### src/rtl/adc_rx_pkg.sv
package adc_rx_pkg;
  typedef enum logic [2:0] {
    SQ_IDLE,
    SQ_ARMED,
    SQ_SETUP,
    SQ_LOW,
    SQ_HIGH,
    SQ_HOLD
  } sq_state_t;
endpackage

### src/rtl/adc_rx_seq.sv
module adc_rx_seq
  import adc_rx_pkg::*;
#(
  parameter int WORD_BITS      = 18,
  parameter int WORDS_PER_LANE = 4,
  parameter int SCLK_HALF      = 2,
  parameter int CS_SETUP       = 2,
  parameter int CS_HOLD        = 2
) (
  input  logic clk,
  input  logic rst,
  input  logic start_i,
  input  logic conv_busy_i,
  output logic cs_n_o,
  output logic sclk_o,
  output logic smp_o,
  output logic first_o,
  output logic word_end_o,
  output logic [((WORDS_PER_LANE > 1) ? $clog2(WORDS_PER_LANE) : 1)-1:0] widx_o,
  output logic active_o
);
  localparam int TOTAL = WORD_BITS * WORDS_PER_LANE;
  localparam int CNT_W = $clog2(TOTAL + 1);
  localparam int BIW_W = (WORD_BITS > 1) ? $clog2(WORD_BITS) : 1;
  localparam int WI_W  = (WORDS_PER_LANE > 1) ? $clog2(WORDS_PER_LANE) : 1;
  localparam int TMAX  = (CS_SETUP > SCLK_HALF) ?
                         ((CS_SETUP > CS_HOLD) ? CS_SETUP : CS_HOLD) :
                         ((SCLK_HALF > CS_HOLD) ? SCLK_HALF : CS_HOLD);
  localparam int TMR_W = (TMAX > 1) ? $clog2(TMAX + 1) : 1;

  sq_state_t        st;
  logic [TMR_W-1:0] tmr;
  logic [CNT_W-1:0] nsmp;
  logic [BIW_W-1:0] biw;
  logic [WI_W-1:0]  widx;
  logic             done_all;

  assign done_all   = (nsmp == CNT_W'(TOTAL));
  assign smp_o      = (tmr == '0) &&
                      ((st == SQ_SETUP) || ((st == SQ_HIGH) && !done_all));
  assign first_o    = smp_o && (nsmp == '0);
  assign word_end_o = smp_o && (biw == BIW_W'(WORD_BITS - 1));
  assign widx_o     = widx;
  assign active_o   = (st != SQ_IDLE);

  always_ff @(posedge clk) begin
    if (rst) begin
      st     <= SQ_IDLE;
      tmr    <= '0;
      cs_n_o <= 1'b1;
      sclk_o <= 1'b1;
      nsmp   <= '0;
      biw    <= '0;
      widx   <= '0;
    end else begin
      case (st)
        SQ_IDLE: if (start_i) st <= SQ_ARMED;
        SQ_ARMED:
          if (!conv_busy_i) begin
            st     <= SQ_SETUP;
            cs_n_o <= 1'b0;
            tmr    <= TMR_W'(CS_SETUP - 1);
          end
        SQ_SETUP:
          if (tmr == '0) begin
            st     <= SQ_LOW;
            sclk_o <= 1'b0;
            tmr    <= TMR_W'(SCLK_HALF - 1);
          end else tmr <= tmr - 1'b1;
        SQ_LOW:
          if (tmr == '0) begin
            st     <= SQ_HIGH;
            sclk_o <= 1'b1;
            tmr    <= TMR_W'(SCLK_HALF - 1);
          end else tmr <= tmr - 1'b1;
        SQ_HIGH:
          if (tmr == '0) begin
            if (done_all) begin
              st  <= SQ_HOLD;
              tmr <= TMR_W'(CS_HOLD - 1);
            end else begin
              st     <= SQ_LOW;
              sclk_o <= 1'b0;
              tmr    <= TMR_W'(SCLK_HALF - 1);
            end
          end else tmr <= tmr - 1'b1;
        SQ_HOLD:
          if (tmr == '0) begin
            st     <= SQ_IDLE;
            cs_n_o <= 1'b1;
          end else tmr <= tmr - 1'b1;
        default: st <= SQ_IDLE;
      endcase

      if (st == SQ_ARMED) begin
        nsmp <= '0;
        biw  <= '0;
        widx <= '0;
      end else if (smp_o) begin
        nsmp <= nsmp + 1'b1;
        if (biw == BIW_W'(WORD_BITS - 1)) begin
          biw  <= '0;
          widx <= widx + 1'b1;
        end else begin
          biw <= biw + 1'b1;
        end
      end
    end
  end
endmodule

### src/rtl/adc_rx_lane.sv
module adc_rx_lane #(
  parameter int WORD_BITS = 18
) (
  input  logic                 clk,
  input  logic                 rst,
  input  logic                 smp_i,
  input  logic                 word_end_i,
  input  logic                 din_i,
  output logic [WORD_BITS-1:0] word_o
);
  logic [WORD_BITS-1:0] sh;
  logic [WORD_BITS-1:0] nxt;

  assign nxt = {sh[WORD_BITS-2:0], din_i};

  always_ff @(posedge clk) begin
    if (rst) begin
      sh     <= '0;
      word_o <= '0;
    end else if (smp_i) begin
      sh <= nxt;
      if (word_end_i) word_o <= nxt;
    end
  end
endmodule

### src/rtl/adc_dual_serial_rx.sv
module adc_dual_serial_rx #(
  parameter int WORD_BITS      = 18,
  parameter int WORDS_PER_LANE = 4,
  parameter int SCLK_HALF      = 2,
  parameter int CS_SETUP       = 2,
  parameter int CS_HOLD        = 2,
  localparam int CHAN_W        = $clog2(2 * WORDS_PER_LANE)
) (
  input  logic                 clk,
  input  logic                 rst,
  input  logic                 start_i,
  input  logic                 conv_busy_i,
  output logic                 cs_n_o,
  output logic                 sclk_o,
  input  logic                 douta_i,
  input  logic                 doutb_i,
  input  logic                 first_data_i,
  output logic                 word_valid_o,
  output logic [WORD_BITS-1:0] word_a_o,
  output logic [CHAN_W-1:0]    chan_a_o,
  output logic [WORD_BITS-1:0] word_b_o,
  output logic [CHAN_W-1:0]    chan_b_o,
  output logic                 sync_err_o,
  output logic                 rx_active_o
);
  localparam int LANES = 2;
  localparam int WI_W  = (WORDS_PER_LANE > 1) ? $clog2(WORDS_PER_LANE) : 1;

  logic            smp, first, word_end;
  logic [WI_W-1:0] widx;
  logic [LANES-1:0] din;
  logic [WORD_BITS-1:0] lane_word [LANES];

  assign din = {doutb_i, douta_i};

  adc_rx_seq #(
    .WORD_BITS(WORD_BITS), .WORDS_PER_LANE(WORDS_PER_LANE),
    .SCLK_HALF(SCLK_HALF), .CS_SETUP(CS_SETUP), .CS_HOLD(CS_HOLD)
  ) u_seq (
    .clk(clk), .rst(rst), .start_i(start_i), .conv_busy_i(conv_busy_i),
    .cs_n_o(cs_n_o), .sclk_o(sclk_o), .smp_o(smp), .first_o(first),
    .word_end_o(word_end), .widx_o(widx), .active_o(rx_active_o)
  );

  for (genvar g = 0; g < LANES; g++) begin : g_lane
    adc_rx_lane #(.WORD_BITS(WORD_BITS)) u_lane (
      .clk(clk), .rst(rst), .smp_i(smp), .word_end_i(word_end),
      .din_i(din[g]), .word_o(lane_word[g])
    );
  end

  assign word_a_o = lane_word[0];
  assign word_b_o = lane_word[1];

  always_ff @(posedge clk) begin
    if (rst) begin
      word_valid_o <= 1'b0;
      chan_a_o     <= '0;
      chan_b_o     <= '0;
      sync_err_o   <= 1'b0;
    end else begin
      word_valid_o <= word_end;
      if (word_end) begin
        chan_a_o <= CHAN_W'(widx);
        chan_b_o <= CHAN_W'(widx) + CHAN_W'(WORDS_PER_LANE);
      end
      if (first) sync_err_o <= ~first_data_i;
    end
  end
endmodule

### config.mk
export PLATFORM = sky130hd
export DESIGN_NAME = adc_dual_serial_rx
export DESIGN_NICKNAME = d
export VERILOG_FILES = /design/src/rtl/adc_rx_pkg.sv /design/src/rtl/adc_rx_seq.sv /design/src/rtl/adc_rx_lane.sv /design/src/rtl/adc_dual_serial_rx.sv
export SDC_FILE = /design/constraint.sdc
export NUM_CORES = 1
export LEC_CHECK = 0
export BUFFER_PORTS_ARGS = -buffer_cell sky130_fd_sc_hd__buf_2
export CAP_MARGIN = 40
export CELL_PAD_IN_SITES_DETAIL_PLACEMENT = 1
export CELL_PAD_IN_SITES_GLOBAL_PLACEMENT = 2
export CORE_MARGIN = 8
export CORE_UTILIZATION = 30
export DETAILED_ROUTE_END_ITERATION = 10
export PLACE_DENSITY_LB_ADDON = 0.1
export SLEW_MARGIN = 20
export SYNTH_ARGS = -nofsm -noshare
export SYNTH_HDL_FRONTEND = slang
export SYNTH_SLANG_ARGS = --single-unit
### constraint.sdc
create_clock -name clk -period 2.2 [get_ports clk]
set_clock_uncertainty 0.2 [all_clocks]
set_input_delay 0 -clock clk [delete_from_list [all_inputs] [get_ports clk]]
set_output_delay 0 -clock clk [all_outputs]
set_load 0.02 [all_outputs]
==> results of run 1 <==
-- worst register-to-register path, stage by stage, from the launching register on --
cell,delay (ns)
dfxtp_2,0.32
inv_2,0.06
ha_4,0.12
or4b_4,0.46
buf_6,0.14
o311ai_4,0.27
buf_6,0.18
buf_12,0.15
clkbuf_16,0.16
or4_4,0.12
a21oi_2,0.04
-- logic make-up (layout without fill, tap and decap cells) --
group / Yosys count / after routing
fa+ha+maj: 6 / 6
simple gates: 159 / 159
flops: 96 / 96
mux: 1 / 1
xor+xnor: 2 / 2
compound gates: 160 / 160
buf+inv: 58 / 130
other cells: 1 / 1
-- metal layers --
layer | routed length, um | vias to the layer above
li1 | - | 1817
met1 | 5490 | 1731
met2 | 5450 | 44
met3 | 313 | 14
met4 | 182 | 0
met5 | 0 | -
-- cell type report --
type | count | area, um2
inverter | 11 | 41.3
clock buffer | 12 | 256
multi-input combinational | 329 | 1970
timing repair buffer | 103 | 951
fill | 1529 | 7670
clock inverter | 4 | 51.3
sequential | 96 | 1920
tap | 176 | 220
-- repair_timing --
action,in CTS,in global routing
resized for setup,32,68
pin swaps,38,56
cloned,1,12
setup endpoints to repair,87,89
hold buffers,5,0
buffers inserted,2,2
hold endpoints to repair,9,0
-- cells in the final DEF, fill, tap and decap left out, types with 9 or more instances in the layout --
cell	instances
nand3_1	44
buf_4	21
a21oi_1	79
clkbuf_16	18
nand2_1	70
dfxtp_1	94
o21ai_1	28
o21ai_2	14
a21oi_2	11
inv_1	9
buf_2	52
-- power breakdown --
part	switching [mW]	internal, mW	total (mW)	leakage (nW)
clock	0.672	0.946	1.62	0.149
combinational	0.947	0.850	1.80	1.06
sequential	0.0606	1.81	1.87	0.775
total	1.68	3.61	5.29	1.98
-- path summary, 6_finish.rpt --
check | end | cells after the start
min | u_seq.st[0]$_SDFFE_PP0P_ | 5
min reg2reg | g_lane[0].u_lane.word_o[4]$_SDFFE_PP0P_ | 2
max | u_seq.biw[2]$_SDFFE_PP0P_ | 10
max reg2reg | u_seq.biw[2]$_SDFFE_PP0P_ | 10
-- flip-flops by register name, indices dropped and copies added, names as in the netlist --
register              flops
g_lane.u_lane.sh         34
u_seq.biw                 5
u_seq.st                  3
chan_b_o                  3
u_seq.nsmp                7
u_seq.cs_n_o              1
g_lane.u_lane.word_o     36
word_valid_o              1
u_seq.sclk_o              1
u_seq.widx_o              2
sync_err_o                1
u_seq.tmr                 2
-- per-stage QoR --
stage          hold slack (ns)  instances  TNS (ns)  cell area [um2]  setup slack (ns)
6_report                0.0888        731     -8.78             5410            -0.149
5_1_grt                  0.134        731    -15.35             5410            -0.241
4_1_cts                 0.0742        718     -2.49             4980           -0.0744
3_5_place_dp            0.0528        694     -5.67             4540            -0.108
3_3_place_gp            0.0545        694     -1.67             4540           -0.0647
2_1_floorplan          -0.0640        483         0             3960            0.0378
==> flow_summary.toml, run 1 <==
[run_status]
status = "finished with violations"
violations = "setup timing"

[synthesis]
syn_area_per_cell_um2 = 8.19
yosysWarnings = 0
yosysSeqAreaShare = 0.486
synth.mux.area_fraction = 0.00253
synth-adder-area-share = 0.0190
netlist.area_leader.share = 0.486
synthXorXnorAreaFrac = 0.00443
syn_nets = 496
synth_ff_type = "dfxtp_1"
yosysUniqueCellTypes = 49
synth_simple_gate_area_frac = 0.190
synth_area_leaders = "dfxtp_1, a21oi_1, nand2_1, o21ai_0, nand3_1"
synth.ff_latch_count = 96
synthTopCellsByCount = "dfxtp_1, a21oi_1, nand2_1"
yosys.area.top_type = "dfxtp_1"
synth_area_mm2 = 0.00396
synth_edf_count = 0
synthCells = 483
synth_most_common_cell = "dfxtp_1"
synth_compound_area_frac = 0.226
async_flop_share = 0
synth_top_family_by_area = "compound AO/OA/AOI/OAI gates"

[timing]
hold_viol = 0
timing.final.ws_setup_ns = -0.149
finalCritPeriodShare = 1.07
slew-limit-headroom = 0.624
maxSlewViolCount = 0
tightest_slew_ns = 0.564
grt_setup_unrepaired = "yes"
setup_viol = 87
min_period_ns = 2.35
fmax_mhz = 426

[clock_network]
cts_root_buffer = "clkbuf_16"
clock_sinks = 96
cts.clk_slew.worst_paths_ns = 0.07
htreeDepth = 3
cts-buffers-inserted = 9
insertion_delay_ns = 0.34
cts_tree = "done"
cts_buffer_depth = 2

[flow_run]
maxCapViolations = 0

[power_and_ir_drop]
power_mw = 5.29
p_leak_nw = 1.98
ir_worst_vdd_mv = 0.411
powerDensity_mw_per_mm2 = 977

[routing]
drcViolationCount = 0
finalWirelength_um = 11400
avgRoutedWirePerCell_um = 15.6
vias = 3606
dr.pass1.iters = 6
routed_via_density = 4.93
drt_iter0_drc = 139
antenna_left = 0

[global_routing]
use_met3 = 0.0215
grt_pass1_vias = 3642
grt_max_degree = 50
grt.busiest_layer = "met2"
antenna_found_initial = 0
grt_pass1_wl_um = 17800
grt_use_met2 = 0.213
grt_use_met1 = 0.164
gr-total-overflow = 0
track_usage = 0.129

[final_layout]
area_growth_pct = 36.8
nNetsFinal = 563
antenna_cells = 0
fin_util = 0.414
drive_gt1_frac = 0.303

[critical_path]
critPathKind = "flip-flop to flip-flop"
cp-start-kind = "flip-flop"
worstReg2RegStart = "u_seq.nsmp[1]$_SDFFE_PP0P_"
reg2reg_setup_slack_ns = -0.15
cpMostUsedCell = "buf_6"
slowest_stage = "or4b_4"
cp_max_fo = 6
cp_slowest_stage_delay_ns = 0.46
crit_chain = "inv_2 > ha_4 > or4b_4 > buf_6 > o311ai_4 > buf_6 > buf_12 > clkbuf_16 > or4_4 > a21oi_2"
required_ns = 2.22
worst-path-buf-inv = 5
end_kind = "flip-flop"
cp.arrival_ns = 2.37
crit_start = "u_seq.nsmp[1]$_SDFFE_PP0P_"
critPathTopFamily = "buffers and inverters"

[placement]
gp_congestion = 0.736
dp_hpwl_um = 6740
port_buffers = 52

[die]
rows = 42
fp.dieArea_mm2 = 0.0171
io_pins = 54
start_util = 0.302
die_w_um = 131
fp.coreArea_mm2 = 0.0131
die_y_um = 131

[min_path]
hp-start = "start_i"
hold_class = "input port to flip-flop"
No activity file was read; power rests on OpenSTA's default activity.
==> run 2: changes to the inputs <==
REMOVE_ABC_BUFFERS = 1   (was not set)
==> flow_summary.toml, run 2 (synthesis gave the netlist of run 1 again) <==
[run_status]
status = "finished with violations"
violations = "setup timing"

[power_and_ir_drop]
seqPwrFrac = 0.360
p_switching_mw = 1.62
clkPwrFrac = 0.353
p_leak_nw = 1.87
p_int_mw = 3.57
p_sw_frac = 0.312
pwr-share-comb = 0.287
ir_worst_vdd_mv = 0.479
powerDensity_mw_per_mm2 = 1010

[global_routing]
grt_pass1_wl_um = 17800
gr-total-overflow = 0
grt_pass1_vias = 3541
grt_max_degree = 65
antenna_found_initial = 0
track_usage = 0.131

[critical_path]
worst-path-buf-inv = 3
required_ns = 2.28
crit_chain = "inv_2 > ha_1 > or4b_4 > o311ai_4 > buf_6 > clkbuf_16 > o21ai_0 > a21oi_1"
slowest_stage = "or4b_4"
critPathKind = "flip-flop to flip-flop"
cp.arrival_ns = 2.31
critPathTopFamily = "compound AO/OA/AOI/OAI gates"
reg2reg_setup_slack_ns = -0.03
cp-start-kind = "flip-flop"
end_kind = "flip-flop"
cp_max_fo = 8
cp_slowest_stage_delay_ns = 0.50

[clock_network]
cts-buffers-inserted = 9
cts_buffer_depth = 2
insertion_delay_ns = 0.35
cts_tree = "done"
cts.clk_slew.worst_paths_ns = 0.07
clock_sinks = 96
htreeDepth = 3
cts_root_buffer = "clkbuf_16"

[final_layout]
antenna_cells = 0
final_common_cell = "dfxtp_1"
stdcell_area_mm2 = 0.00517
final_cells = 721
top_register = "g_lane.u_lane.word_o"
nNetsFinal = 553
top_regs = "g_lane.u_lane.word_o x36, g_lane.u_lane.sh x34, u_seq.nsmp x7"
fillers = 1531
layout_common_cells = "dfxtp_1, a21oi_1, nand2_1, buf_2, nand3_1"
largest_register_ff_count = 36
drive_gt1_frac = 0.250
area_growth_pct = 30.6
fin_util = 0.395

[routing]
routed_via_density = 4.92
vias = 3549
finalWirelength_um = 11200
avgRoutedWirePerCell_um = 15.5
antenna_left = 0
drcViolationCount = 0
drt_iter0_drc = 174
dr.pass1.iters = 4

[min_path]
hold_class = "input port to flip-flop"

[timing]
maxSlewViolCount = 0
timing.final.ws_setup_ns = -0.0297
tns_ns = -0.125
whs_ns = 0.0802
min_period_ns = 2.23
finalCritPeriodShare = 1.01
setup_viol = 7
fmax_mhz = 448
grt_setup_unrepaired = "yes"
hold_viol = 0

[placement]
place_inst = 693
port_buffers = 52
gp_congestion = 0.742
dpl-instance-area_mm2 = 0.00453
dp_hpwl_um = 7040

[die]
die_w_um = 131
io_pins = 54
rows = 42
die_y_um = 131
fp.dieArea_mm2 = 0.0171
start_util = 0.302
fp.coreArea_mm2 = 0.0131

[flow_run]
maxCapViolations = 0
run 2: area by class of cell:
type	instances	area [um2]	share of cell area
flip-flops and latches	96	1920	0.372
multi-input cells	329	1860	0.360
repair buffers	93	777	0.150
clock buffers	10	229	0.0443
well taps	176	220	0.0426
clock inverters	6	115	0.0223
inverters	11	41.3	0.00799
run 2: path summary, 6_finish.rpt:
check,from,to,depth (start not counted)
setup reg to reg,u_seq.nsmp[0]$_SDFFE_PP0P_,g_lane[0].u_lane.word_o[9]$_SDFFE_PP0P_,8
hold / removal,start_i,u_seq.st[0]$_SDFFE_PP0P_,5
setup / recovery,u_seq.nsmp[0]$_SDFFE_PP0P_,g_lane[0].u_lane.word_o[9]$_SDFFE_PP0P_,8
hold reg to reg,g_lane[1].u_lane.word_o[16]$_SDFFE_PP0P_,g_lane[1].u_lane.word_o[16]$_SDFFE_PP0P_,2
run 2: worst reg2reg max path, delay by kind of cell (launching register included):
family                   cells  cell delay, ns
AO/OA/AOI/OAI                3            0.56
adder cells (fa/ha/maj)      1            0.12
buffers and inverters        3            0.45
flip-flops                   1            0.33
AND/OR/NAND/NOR              1            0.50
run 2: power groups by stage:
stage / Sequential [mW] / Combinational (mW) / Clock, mW
floorplan: 1.96 / 0.602 / 0
CTS: 1.87 / 1.31 / 1.90
global route: 1.88 / 1.63 / 1.98
finish: 1.87 / 1.49 / 1.83
global placement: 1.90 / 1.23 / 0
detailed placement: 1.91 / 1.26 / 0
run 2: what timing repair did:
| item | in CTS | in global routing |
|---|---|---|
| hold buffers | 5 | 0 |
| setup endpoints to repair | 73 | 81 |
| buffers inserted | 0 | 1 |
| pin swaps | 5 | 41 |
| endpoints found under the hold margin | 18 | 0 |
| gates cloned | 0 | 6 |
| resized for setup | 8 | 48 |
run 2: stage by stage:
stage                     worst slack [ns]  total power [mW]
after floorplan                      -1.99              2.56
after global placement             -0.0171              3.13
after detailed placement           -0.0745              3.17
after CTS                         -0.00464              5.07
after global routing                -0.110              5.49
final                              -0.0297              5.20
run 2: layer usage:
metal / part of all wire / GRT usage
met2: 0.49 / 0.218
met5: 0 / 0
met3: 0.038 / 0.0377
met4: 0.012 / 0.0412
met1: 0.46 / 0.160
